File: src/rtl/wdt_pkg.sv
package wdt_pkg;
  localparam int unsigned ADDR_W = 3;

  typedef enum logic [ADDR_W-1:0] {
    IDX_KEY      = 3'd0,
    IDX_SETUP    = 3'd1,
    IDX_MATCH_LO = 3'd2,
    IDX_MATCH_HI = 3'd3,
    IDX_COUNT_LO = 3'd4,
    IDX_COUNT_HI = 3'd5,
    IDX_CTRL     = 3'd6
  } reg_idx_e;

  localparam logic [15:0] UNLOCK_KEY = 16'h0096;
  localparam int unsigned SETUP_W       = 2;
  localparam int unsigned SETUP_RUN_BIT = 0;
  localparam int unsigned SETUP_NMI_BIT = 1;
  localparam int unsigned CTRL_RESTART_BIT = 0;
endpackage

File: src/rtl/wdt_regs.sv
module wdt_regs
  import wdt_pkg::*;
#(
  parameter int unsigned DATA_W = 16,
  parameter int unsigned CNT_W  = 32
) (
  input  logic                  clk,
  input  logic                  rst_n,
  input  logic                  wr,
  input  logic [ADDR_W-1:0]     addr,
  input  logic [DATA_W-1:0]     wdata,
  input  logic [DATA_W/8-1:0]   be,
  output logic                  run,
  output logic                  nmi_en,
  output logic                  unlocked,
  output logic                  restart,
  output logic [CNT_W-1:0]      match
);
  localparam int unsigned NBYTE = DATA_W / 8;
  localparam int unsigned NHALF = CNT_W / DATA_W;

  logic [DATA_W-1:0]  bmask;
  logic               unlocked_q, unlocked_d;
  logic [SETUP_W-1:0] setup_q, setup_d;
  logic [CNT_W-1:0]   match_q, match_d;
  logic               key_wr, prot_wr;

  // expand byte strobes into a bit mask
  for (genvar g = 0; g < NBYTE; g++) begin : g_mask
    assign bmask[g*8 +: 8] = {8{be[g]}};
  end

  assign key_wr  = wr && (addr == IDX_KEY) && (&be);
  assign prot_wr = wr && unlocked_q;

  always_comb begin
    unlocked_d = unlocked_q;
    setup_d    = setup_q;
    match_d    = match_q;
    if (key_wr) begin
      unlocked_d = (wdata == UNLOCK_KEY);
    end
    if (prot_wr && (addr == IDX_SETUP)) begin
      setup_d = (setup_q & ~bmask[SETUP_W-1:0]) | (wdata[SETUP_W-1:0] & bmask[SETUP_W-1:0]);
    end
    for (int h = 0; h < NHALF; h++) begin
      if (prot_wr && (addr == ADDR_W'(int'(IDX_MATCH_LO) + h))) begin
        match_d[h*DATA_W +: DATA_W] = (match_q[h*DATA_W +: DATA_W] & ~bmask) | (wdata & bmask);
      end
    end
  end

  always_ff @(posedge clk or negedge rst_n) begin
    if (!rst_n) begin
      unlocked_q <= 1'b0;
      setup_q    <= '0;
      match_q    <= '0;
    end else begin
      unlocked_q <= unlocked_d;
      setup_q    <= setup_d;
      match_q    <= match_d;
    end
  end

  assign run      = setup_q[SETUP_RUN_BIT];
  assign nmi_en   = setup_q[SETUP_NMI_BIT];
  assign unlocked = unlocked_q;
  assign match    = match_q;
  assign restart  = wr && (addr == IDX_CTRL) && be[0] && wdata[CTRL_RESTART_BIT];
endmodule

File: src/rtl/wdt_counter.sv
module wdt_counter #(
  parameter int unsigned CNT_W = 32
) (
  input  logic             clk,
  input  logic             rst_n,
  input  logic             run,
  input  logic             restart,
  input  logic [CNT_W-1:0] match,
  output logic [CNT_W-1:0] cnt,
  output logic             hit
);
  logic [CNT_W-1:0] cnt_q, cnt_d;

  assign hit = run && (cnt_q == match);

  always_comb begin
    cnt_d = cnt_q;
    if (restart || hit) begin
      cnt_d = '0;
    end else if (run) begin
      cnt_d = cnt_q + CNT_W'(1);
    end
  end

  always_ff @(posedge clk or negedge rst_n) begin
    if (!rst_n) begin
      cnt_q <= '0;
    end else begin
      cnt_q <= cnt_d;
    end
  end

  assign cnt = cnt_q;
endmodule

File: src/rtl/wdt_pulse.sv
module wdt_pulse #(
  parameter int unsigned PULSE_LEN = 32
) (
  input  logic clk,
  input  logic rst_n,
  input  logic fire,
  output logic nmi_n,
  output logic nmi_req
);
  localparam int unsigned PW = $clog2(PULSE_LEN + 1);

  logic [PW-1:0] left_q, left_d;
  logic          nmi_n_q, nmi_n_d;
  logic          req_q;

  always_comb begin
    left_d = left_q;
    if (fire) begin
      left_d = PW'(PULSE_LEN);
    end else if (left_q != '0) begin
      left_d = left_q - PW'(1);
    end
    nmi_n_d = (left_d == '0);
  end

  always_ff @(posedge clk or negedge rst_n) begin
    if (!rst_n) begin
      left_q  <= '0;
      nmi_n_q <= 1'b1;
      req_q   <= 1'b0;
    end else begin
      left_q  <= left_d;
      nmi_n_q <= nmi_n_d;
      req_q   <= fire;
    end
  end

  assign nmi_n   = nmi_n_q;
  assign nmi_req = req_q;
endmodule

File: src/rtl/wdt_nmi_core.sv
module wdt_nmi_core
  import wdt_pkg::*;
#(
  parameter int unsigned DATA_W    = 16,
  parameter int unsigned PULSE_LEN = 32
) (
  input  logic              clk,
  input  logic              rst_n,
  input  logic              bus_wr,
  input  logic [2:0]        bus_addr,
  input  logic [15:0]       bus_wdata,
  input  logic [1:0]        bus_be,
  output logic [15:0]       bus_rdata,
  output logic              nmi_req,
  output logic              nmi_n
);
  localparam int unsigned CNT_W = 2 * DATA_W;

  logic [1:0]       rst_sync_q;
  logic             rst_sync_n;
  logic             run, nmi_en, unlocked, restart, hit;
  logic [CNT_W-1:0] match, cnt;

  // asynchronous assert, synchronous release
  always_ff @(posedge clk or negedge rst_n) begin
    if (!rst_n) begin
      rst_sync_q <= 2'b00;
    end else begin
      rst_sync_q <= {rst_sync_q[0], 1'b1};
    end
  end
  assign rst_sync_n = rst_sync_q[1];

  wdt_regs #(.DATA_W(DATA_W), .CNT_W(CNT_W)) u_regs (
    .clk      (clk),
    .rst_n    (rst_sync_n),
    .wr       (bus_wr),
    .addr     (bus_addr),
    .wdata    (bus_wdata),
    .be       (bus_be),
    .run      (run),
    .nmi_en   (nmi_en),
    .unlocked (unlocked),
    .restart  (restart),
    .match    (match)
  );

  wdt_counter #(.CNT_W(CNT_W)) u_cnt (
    .clk     (clk),
    .rst_n   (rst_sync_n),
    .run     (run),
    .restart (restart),
    .match   (match),
    .cnt     (cnt),
    .hit     (hit)
  );

  wdt_pulse #(.PULSE_LEN(PULSE_LEN)) u_pulse (
    .clk     (clk),
    .rst_n   (rst_sync_n),
    .fire    (hit && nmi_en),
    .nmi_n   (nmi_n),
    .nmi_req (nmi_req)
  );

  always_comb begin
    bus_rdata = '0;
    case (bus_addr)
      IDX_SETUP:    bus_rdata[SETUP_W-1:0] = {nmi_en, run};
      IDX_MATCH_LO: bus_rdata = match[DATA_W-1:0];
      IDX_MATCH_HI: bus_rdata = match[CNT_W-1:DATA_W];
      IDX_COUNT_LO: bus_rdata = cnt[DATA_W-1:0];
      IDX_COUNT_HI: bus_rdata = cnt[CNT_W-1:DATA_W];
      default:      bus_rdata = '0;
    endcase
  end
endmodule

File: config.mk
export PLATFORM = sky130hd
export DESIGN_NAME = wdt_nmi_core
export DESIGN_NICKNAME = d
export VERILOG_FILES = /design/src/rtl/wdt_pkg.sv /design/src/rtl/wdt_regs.sv /design/src/rtl/wdt_counter.sv /design/src/rtl/wdt_pulse.sv /design/src/rtl/wdt_nmi_core.sv
export SDC_FILE = /design/constraint.sdc
export NUM_CORES = 1
export LEC_CHECK = 0
export BUFFER_PORTS_ARGS = -buffer_cell sky130_fd_sc_hd__clkbuf_2
export CORE_MARGIN = 2
export CORE_UTILIZATION = 40
export CTS_BUF_LIST = sky130_fd_sc_hd__clkbuf_8 sky130_fd_sc_hd__clkbuf_16
export DETAILED_ROUTE_END_ITERATION = 10
export SETUP_SLACK_MARGIN = 0.02
export SLEW_MARGIN = 20
export SYNTH_ARGS = -nofsm -noshare
export SYNTH_HDL_FRONTEND = slang
export SYNTH_HIERARCHICAL = 1
export SYNTH_SLANG_ARGS = --single-unit
export TNS_END_PERCENT = 5
File: constraint.sdc
create_clock -name clk -period 7.9 [get_ports clk]
set_clock_uncertainty 0.2 [all_clocks]
set_input_delay 1.58 -clock clk [delete_from_list [all_inputs] [get_ports clk]]
set_output_delay 1.58 -clock clk [all_outputs]
set_load 0.005 [all_outputs]
==> results.tsv, run 1 <==
metric	value	unit
post-synthesis cell count	419	
H-tree levels	3	
clk_lat worst skew	340	ps
final net count	481	
via count of the routed design	3284	
GP Congestion	0.823	
Required @ worst endpoint	6120	ps
worst flop-to-flop path endpoint	u_cnt/cnt[10]$_DFFE_PN0P_	
Max Fanout on Critical Path	38	
met2 GRT Util	28.9	%
Core Region	11000	um^2
maxcap violations	0	
Post-Synth Simple-Gate Area	19.9	%
GR peak layer	met2	
min cycle time layout	4540	ps
Adder-Cell Fraction of Synth Area	0.824	%
Synth warnings	6	
row count	38	
Logic pwr share	3.1	%
hold depth	0	
worst relative slew slack	35.0	%
XOR/XNOR Fraction of Synth Area	12.9	%
CTS Root Cell	clkbuf_16	
main combinational cell family by area after synthesis	simple AND/OR/NAND/NOR gates	
DRC viols	0	
Tightest Pin Transition	974	ps
clock network power share	51.1	%
CTS Buf Count	9	
Avg Cell Area, Syn	10.9	um^2
critical path depth	5	
hpwl dp	7.75	mm
DRT antenna net count	0	
max frequency	220	MHz
vias in the first global route	3268	
Hold Path Class	flip-flop to flip-flop	
Max clock buf depth	2	
multiplexer share of the synthesized area	15.9	%
Synth async-reset ratio	100	%
reg-to-reg startpoint	u_cnt/cnt[8]$_DFFE_PN0P_	
CP Cell Sequence	clkbuf_2 -> buf_4 -> mux2i_1 -> o22ai_1 -> clkbuf_2	
initial antenna violation count	0	
kind of start point of the critical path	primary input	
commonest non-fill, non-tap cell in the layout	dfrtp_1	
hold worst-path end	rst_sync_q[1]$_DFF_PN0_	
Psw	0.182	mW
Final Hold Fails	0	
Cell Pwr Density	171	nW/um^2
Primary FF master, synth	dfrtp_1	
Hold Crit Start	rst_sync_q[0]$_DFF_PN0_	
RSZ-0062 raised after global routing	no	
fraction of layout cells with a size suffix above 1	25.3	%
CP Data Arrival Time	2760	ps
die area	12300	um^2
share of power burned in registers	45.8	%
final period utilization	57.4	%
Die Y	111	um
Post-synth EDFFs	0	
Ports	42	
FF+latch count, synth	77	
worst hold slack	155	ps
CP delay by family, top	buffers and inverters	
port bufs	41	
Post-CTS Setup Inserts	0	
Reg2Reg Setup Slack	5060	ps
clock slew at reported path FFs	60	ps
CP bufs+invs	3	
# setup viols final	0	
VDD IR max	0.149	mV
Antenna Cells	0	
met1 Use GR	26.9	%
Overflow after GRT	0	
Leakage	2.58	nW
DR pass1 iterations	4	
met3 Usage GRT	4.26	%
Worst path most repeated cell	clkbuf_2	
DR WL/cell	18.3	um
switching part of the total	20.7	%
drt via density	5.48	
Worst R2R Path Depth	6	
Critical Setup Path Class	primary input to output port	
CTS Hold Bufs	0	
area grow syn2layout	13.2	%
Setup crit end kind	output port	
total wire length	11.0	mm
Starting Density	41.5	%
CTS tree	done	
post-synthesis cell type count	55	
global-route wire length before repair	18.1	mm
Fin Setup TNS	0	ps
Die W	111	um
Synth Area in Compound Gates	4.31	%
total track usage	19.0	%
Seq/Total Area, Yosys	42.3	%
CP peak stage delay	490	ps
commonest non-fill, non-tap cells in the layout	dfrtp_1 (75), nor2_1 (44), xor2_1 (43)	
Num Clock Sinks	77	
Initial DRC Count	185	
Slowest-stage cell, CP	buf_4	
Post-Syn Area	4550	um^2
largest net degree at the start of global routing	76	
syn_nets	446	
outcome	finished clean	
fin. max-slew vios	0	
Resize count post-CTS	0	
cell internal pwr	0.697	mW
[power by group through the flow]
| stage | Sequential (mW) | Clock (mW) | Combinational, mW |
|---|---|---|---|
| floorplan | 0.408 | 0 | 0.0136 |
| detailed placement | 0.410 | 0 | 0.0271 |
| global route | 0.404 | 0.479 | 0.0292 |
| finish | 0.402 | 0.450 | 0.0271 |
| global placement | 0.410 | 0 | 0.0265 |
| CTS | 0.403 | 0.461 | 0.0271 |
[cell type report]
cell class                 count  area, um^2
multi-input combinational    313        2460
clock inverter                 5        73.8
clock buffer                  11         253
inverter                      10        37.5
tap                          140         175
fill                        1003        5830
timing repair buffer          43         220
sequential                    77        1930
[metal layers]
layer  wire [um]  up-vias  part of all wire (%)
li1            -     1546                     -
met1        5100     1641                    46
met2        5140       88                    47
met3         617        9                   5.6
met4         124        0                   1.1
met5           0        -                     0
[logic make-up after synthesis]
| family | Yosys count |
|---|---|
| and+or+nand+nor | 148 |
| DFF | 77 |
| xor gates and xnor gates | 67 |
| muxes | 65 |
| AOI/OAI and AO/OA | 29 |
| buffers and inverters | 29 |
| adders and majority gates | 3 |
| other | 1 |
[worst register-to-register path: cells and delay by family, from the launching register on]
family	cells	cell delay (ps)
xor+xnor	1	210
buf+inv	1	370
simple gates	3	790
flops	1	440
compound gates	1	710
[per-stage QoR]
| step | cells | utilization (%) | total power [mW] | instance area, um^2 | setup WS [ps] |
|---|---|---|---|---|---|
| CTS | 599 | 46.9 | 0.891 | 5150 | 3350 |
| floorplan | 419 | - | 0.421 | 4550 | 3920 |
| global placement | 583 | 44.0 | 0.437 | 4830 | 3360 |
| global route | 599 | 46.9 | 0.912 | 5150 | 3260 |
| finish | 599 | 46.9 | 0.879 | 5150 | 3360 |
| detailed placement | 583 | 44.0 | 0.437 | 4830 | 3350 |
[how the worst max path moves through the flow]
stage	start	end	slack (ps)
floorplan	bus_addr[0]	bus_rdata[10]	3920
global placement	bus_addr[0]	bus_rdata[7]	3360
detailed placement	bus_addr[1]	bus_rdata[8]	3350
CTS	bus_addr[1]	bus_rdata[8]	3350
global route	bus_addr[1]	bus_rdata[8]	3260
finish	bus_addr[0]	bus_rdata[15]	3360
[synth_stat cells (3+ instances only)]
master,number,area share (%)
nand3_1,13,1.4
nand2_1,17,1.4
and2_1,5,0.69
dfrtp_1,76,42
xnor2_1,24,4.6
nor4_1,12,1.6
nor3_1,8,0.88
a21oi_1,3,0.33
mux2i_1,31,6.8
buf_2,6,0.66
and3_1,3,0.41
inv_1,10,0.82
ha_1,3,0.82
nor2b_1,3,0.41
mux2_4,8,2.6
o22ai_1,14,1.9
mux2_2,26,6.4
nor2_1,44,3.6
xor2_1,43,8.3
nand4_1,9,1.2
nor4_2,8,2.2
buf_4,7,1.2
buf_6,4,0.99
Note: power is estimated with default switching activity, not from simulation.
==> run 2, diff against run 1 <==
==> constraint.sdc (replaced) <==
create_clock -name clk -period 3.9 [get_ports clk]
set_clock_uncertainty 0.2 [all_clocks]
set_input_delay 0.78 -clock clk [delete_from_list [all_inputs] [get_ports clk]]
set_output_delay 0.78 -clock clk [all_outputs]
set_load 0.005 [all_outputs]
==> run 2 against run 1 <==
Effect of this change: flip-flop and latch count is the same; power increased by 100%; non-clock buffer count grew 2; utilization grew 0.27 points; sequential share of layout area is 0.22 points lower; critical endpoint is now bus_rdata[12]; largest power group unchanged.
==> results.tsv, run 2 (synthesis gave the netlist of run 1 again) <==
metric	value	unit	change
Leakage	2.59	nW	+0.55%
Die Y	111	um	unchanged
Tightest Pin Transition	976	ps	+1.75 ps
GP Congestion	0.823		unchanged
via count of the routed design	3263		-0.64%
Post-CTS Setup Inserts	0		unchanged
DRT antenna net count	0		unchanged
Core Region	11000	um^2	unchanged
critical path depth	5		unchanged
area grow syn2layout	13.8	%	
reg-to-reg startpoint	u_cnt/cnt[25]$_DFFE_PN0P_		
clock slew at reported path FFs	60	ps	about the same
VDD IR max	0.266	mV	+78%
DR pass1 iterations	4		unchanged
largest net degree at the start of global routing	76		unchanged
DRC viols	0		unchanged
Max clock buf depth	2		unchanged
total track usage	19.0	%	+0.029 points
Initial DRC Count	162		-12%
dpl ws	899	ps	-2450 ps
Worst R2R Path Depth	8		+2
CTS Root Cell	clkbuf_16		
Reg2Reg Setup Slack	1290	ps	-3770 ps
Num Clock Sinks	77		unchanged
DR WL/cell	18.3	um	-0.25%
maxcap violations	0		unchanged
CP delay by family, top	buffers and inverters		
drt via density	5.43		-0.97%
Setup crit end kind	output port		
vias in the first global route	3312		+1.3%
crit path from	bus_addr[0]		
H-tree levels	3		unchanged
port bufs	41		unchanged
final net count	483		+0.42%
Ports	42		unchanged
CP Data Arrival Time	2020	ps	-740 ps
die area	12300	um^2	unchanged
clk_lat worst skew	340	ps	about the same
Fin Setup TNS	0	ps	unchanged
CTS tree	done		
RSZ-0062 raised after global routing	no		
Antenna Cells	0		unchanged
worst relative slew slack	34.9	%	-0.12 points
CP Cell Sequence	clkbuf_2 -> buf_12 -> mux2i_1 -> o22ai_1 -> clkbuf_2		
CTS Buf Count	9		unchanged
row count	38		unchanged
Final Hold Fails	0		unchanged
Critical Path End	bus_rdata[12]		
Critical Setup Path Class	primary input to output port		
Cell Pwr Density	343	nW/um^2	+100%
Hold Path Class	flip-flop to flip-flop		
Overflow after GRT	0		unchanged
commonest non-fill, non-tap cell in the layout	dfrtp_1		
commonest non-fill, non-tap cells in the layout	dfrtp_1 (75), nor2_1 (44), xor2_1 (43)		
total wire length	11.0	mm	about the same
register area	1930	um^2	unchanged
global-route wire length before repair	18.3	mm	+0.99%
CP bufs+invs	3		unchanged
Starting Density	41.5	%	unchanged
fin util	47.2	%	+0.27 points
fin. max-slew vios	0		unchanged
min cycle time layout	3000	ps	
final period utilization	77.0	%	
CP peak stage delay	470	ps	-20 ps
kind of start point of the critical path	primary input		
# setup viols final	0		unchanged
Die W	111	um	unchanged
Max Fanout on Critical Path	21		-45%
Required @ worst endpoint	2920	ps	-3200 ps
hpwl dp	8.01	mm	+3.4%
multi-input logic area	2460	um^2	unchanged
outcome	finished clean		
Worst path most repeated cell	clkbuf_2		
initial antenna violation count	0		unchanged
Slowest-stage cell, CP	clkbuf_2		
worst flop-to-flop path endpoint	u_pulse/nmi_n$_DFF_PN1_		
post-route worst setup slack	897	ps	-2470 ps
fraction of layout cells with a size suffix above 1	25.4	%	+0.11 points
Layout fillers	982		-2.1%
max frequency	333	MHz	
[run 2: cell types whose count changed in the layout (fill, tap and decap cells not counted)]
cell | previous run | this run
dlygate4sd3_1 | 0 | 1
buf_12 | 0 | 1
[run 2: metal layers]
| layer | GRT usage [%] | vias to the layer above | wire length, um |
|---|---|---|---|
| met1 | 26.5 | 1633 | 5250 |
| li1 | - | 1555 | - |
| met2 | 29.7 | 69 | 5130 |
| met5 | 0 | - | 0 |
| met3 | 5.08 | 6 | 552 |
| met4 | 4.25 | 0 | 62 |
[run 2: layout make-up]
class / instances / share of cell area (%)
inverter: 10 / 0.724
clock buffer: 11 / 4.88
tap: 140 / 3.38
sequential: 77 / 37.3
multi-input combinational: 313 / 47.5
clock inverter: 5 / 1.42
timing repair buffer: 45 / 4.83
[run 2: what timing repair did]
action	CTS	global route
hold buffers	0	1
gates resized for setup	0	0
endpoints found under the hold margin	0	2
[run 2: worst min-delay path by stage]
stage | endpoint | cells past startpoint | from | slack, ps
finish | rst_sync_q[1]$_DFF_PN0_ | 0 | rst_sync_q[0]$_DFF_PN0_ | 150
global route | rst_sync_q[1]$_DFF_PN0_ | 0 | rst_sync_q[0]$_DFF_PN0_ | 170
CTS | rst_sync_q[1]$_DFF_PN0_ | 1 | rst_n | 2
detailed placement | rst_sync_q[1]$_DFF_PN0_ | 0 | rst_sync_q[0]$_DFF_PN0_ | 140
global placement | rst_sync_q[1]$_DFF_PN0_ | 0 | rst_sync_q[0]$_DFF_PN0_ | 140
floorplan | rst_sync_q[1]$_DFF_PN0_ | 0 | rst_sync_q[0]$_DFF_PN0_ | 130
[run 2: power by group]
group / leakage [nW] / internal [mW] / switching, mW
Clock: 0.167 / 0.590 / 0.316
Sequential: 1.05 / 0.800 / 0.0146
Combinational: 1.38 / 0.0235 / 0.0336
Total: 2.59 / 1.41 / 0.364
[run 2: per-stage QoR]
step / area, um^2 / hold WS [ps] / instances / power (mW)
detailed placement: 4850 / 137 / 584 / 0.887
global route: 5180 / 167 / 601 / 1.85
floorplan: 4550 / 131 / 419 / 0.853
finish: 5180 / 150 / 601 / 1.78
CTS: 5170 / 2.19 / 600 / 1.80
global placement: 4850 / 137 / 584 / 0.885
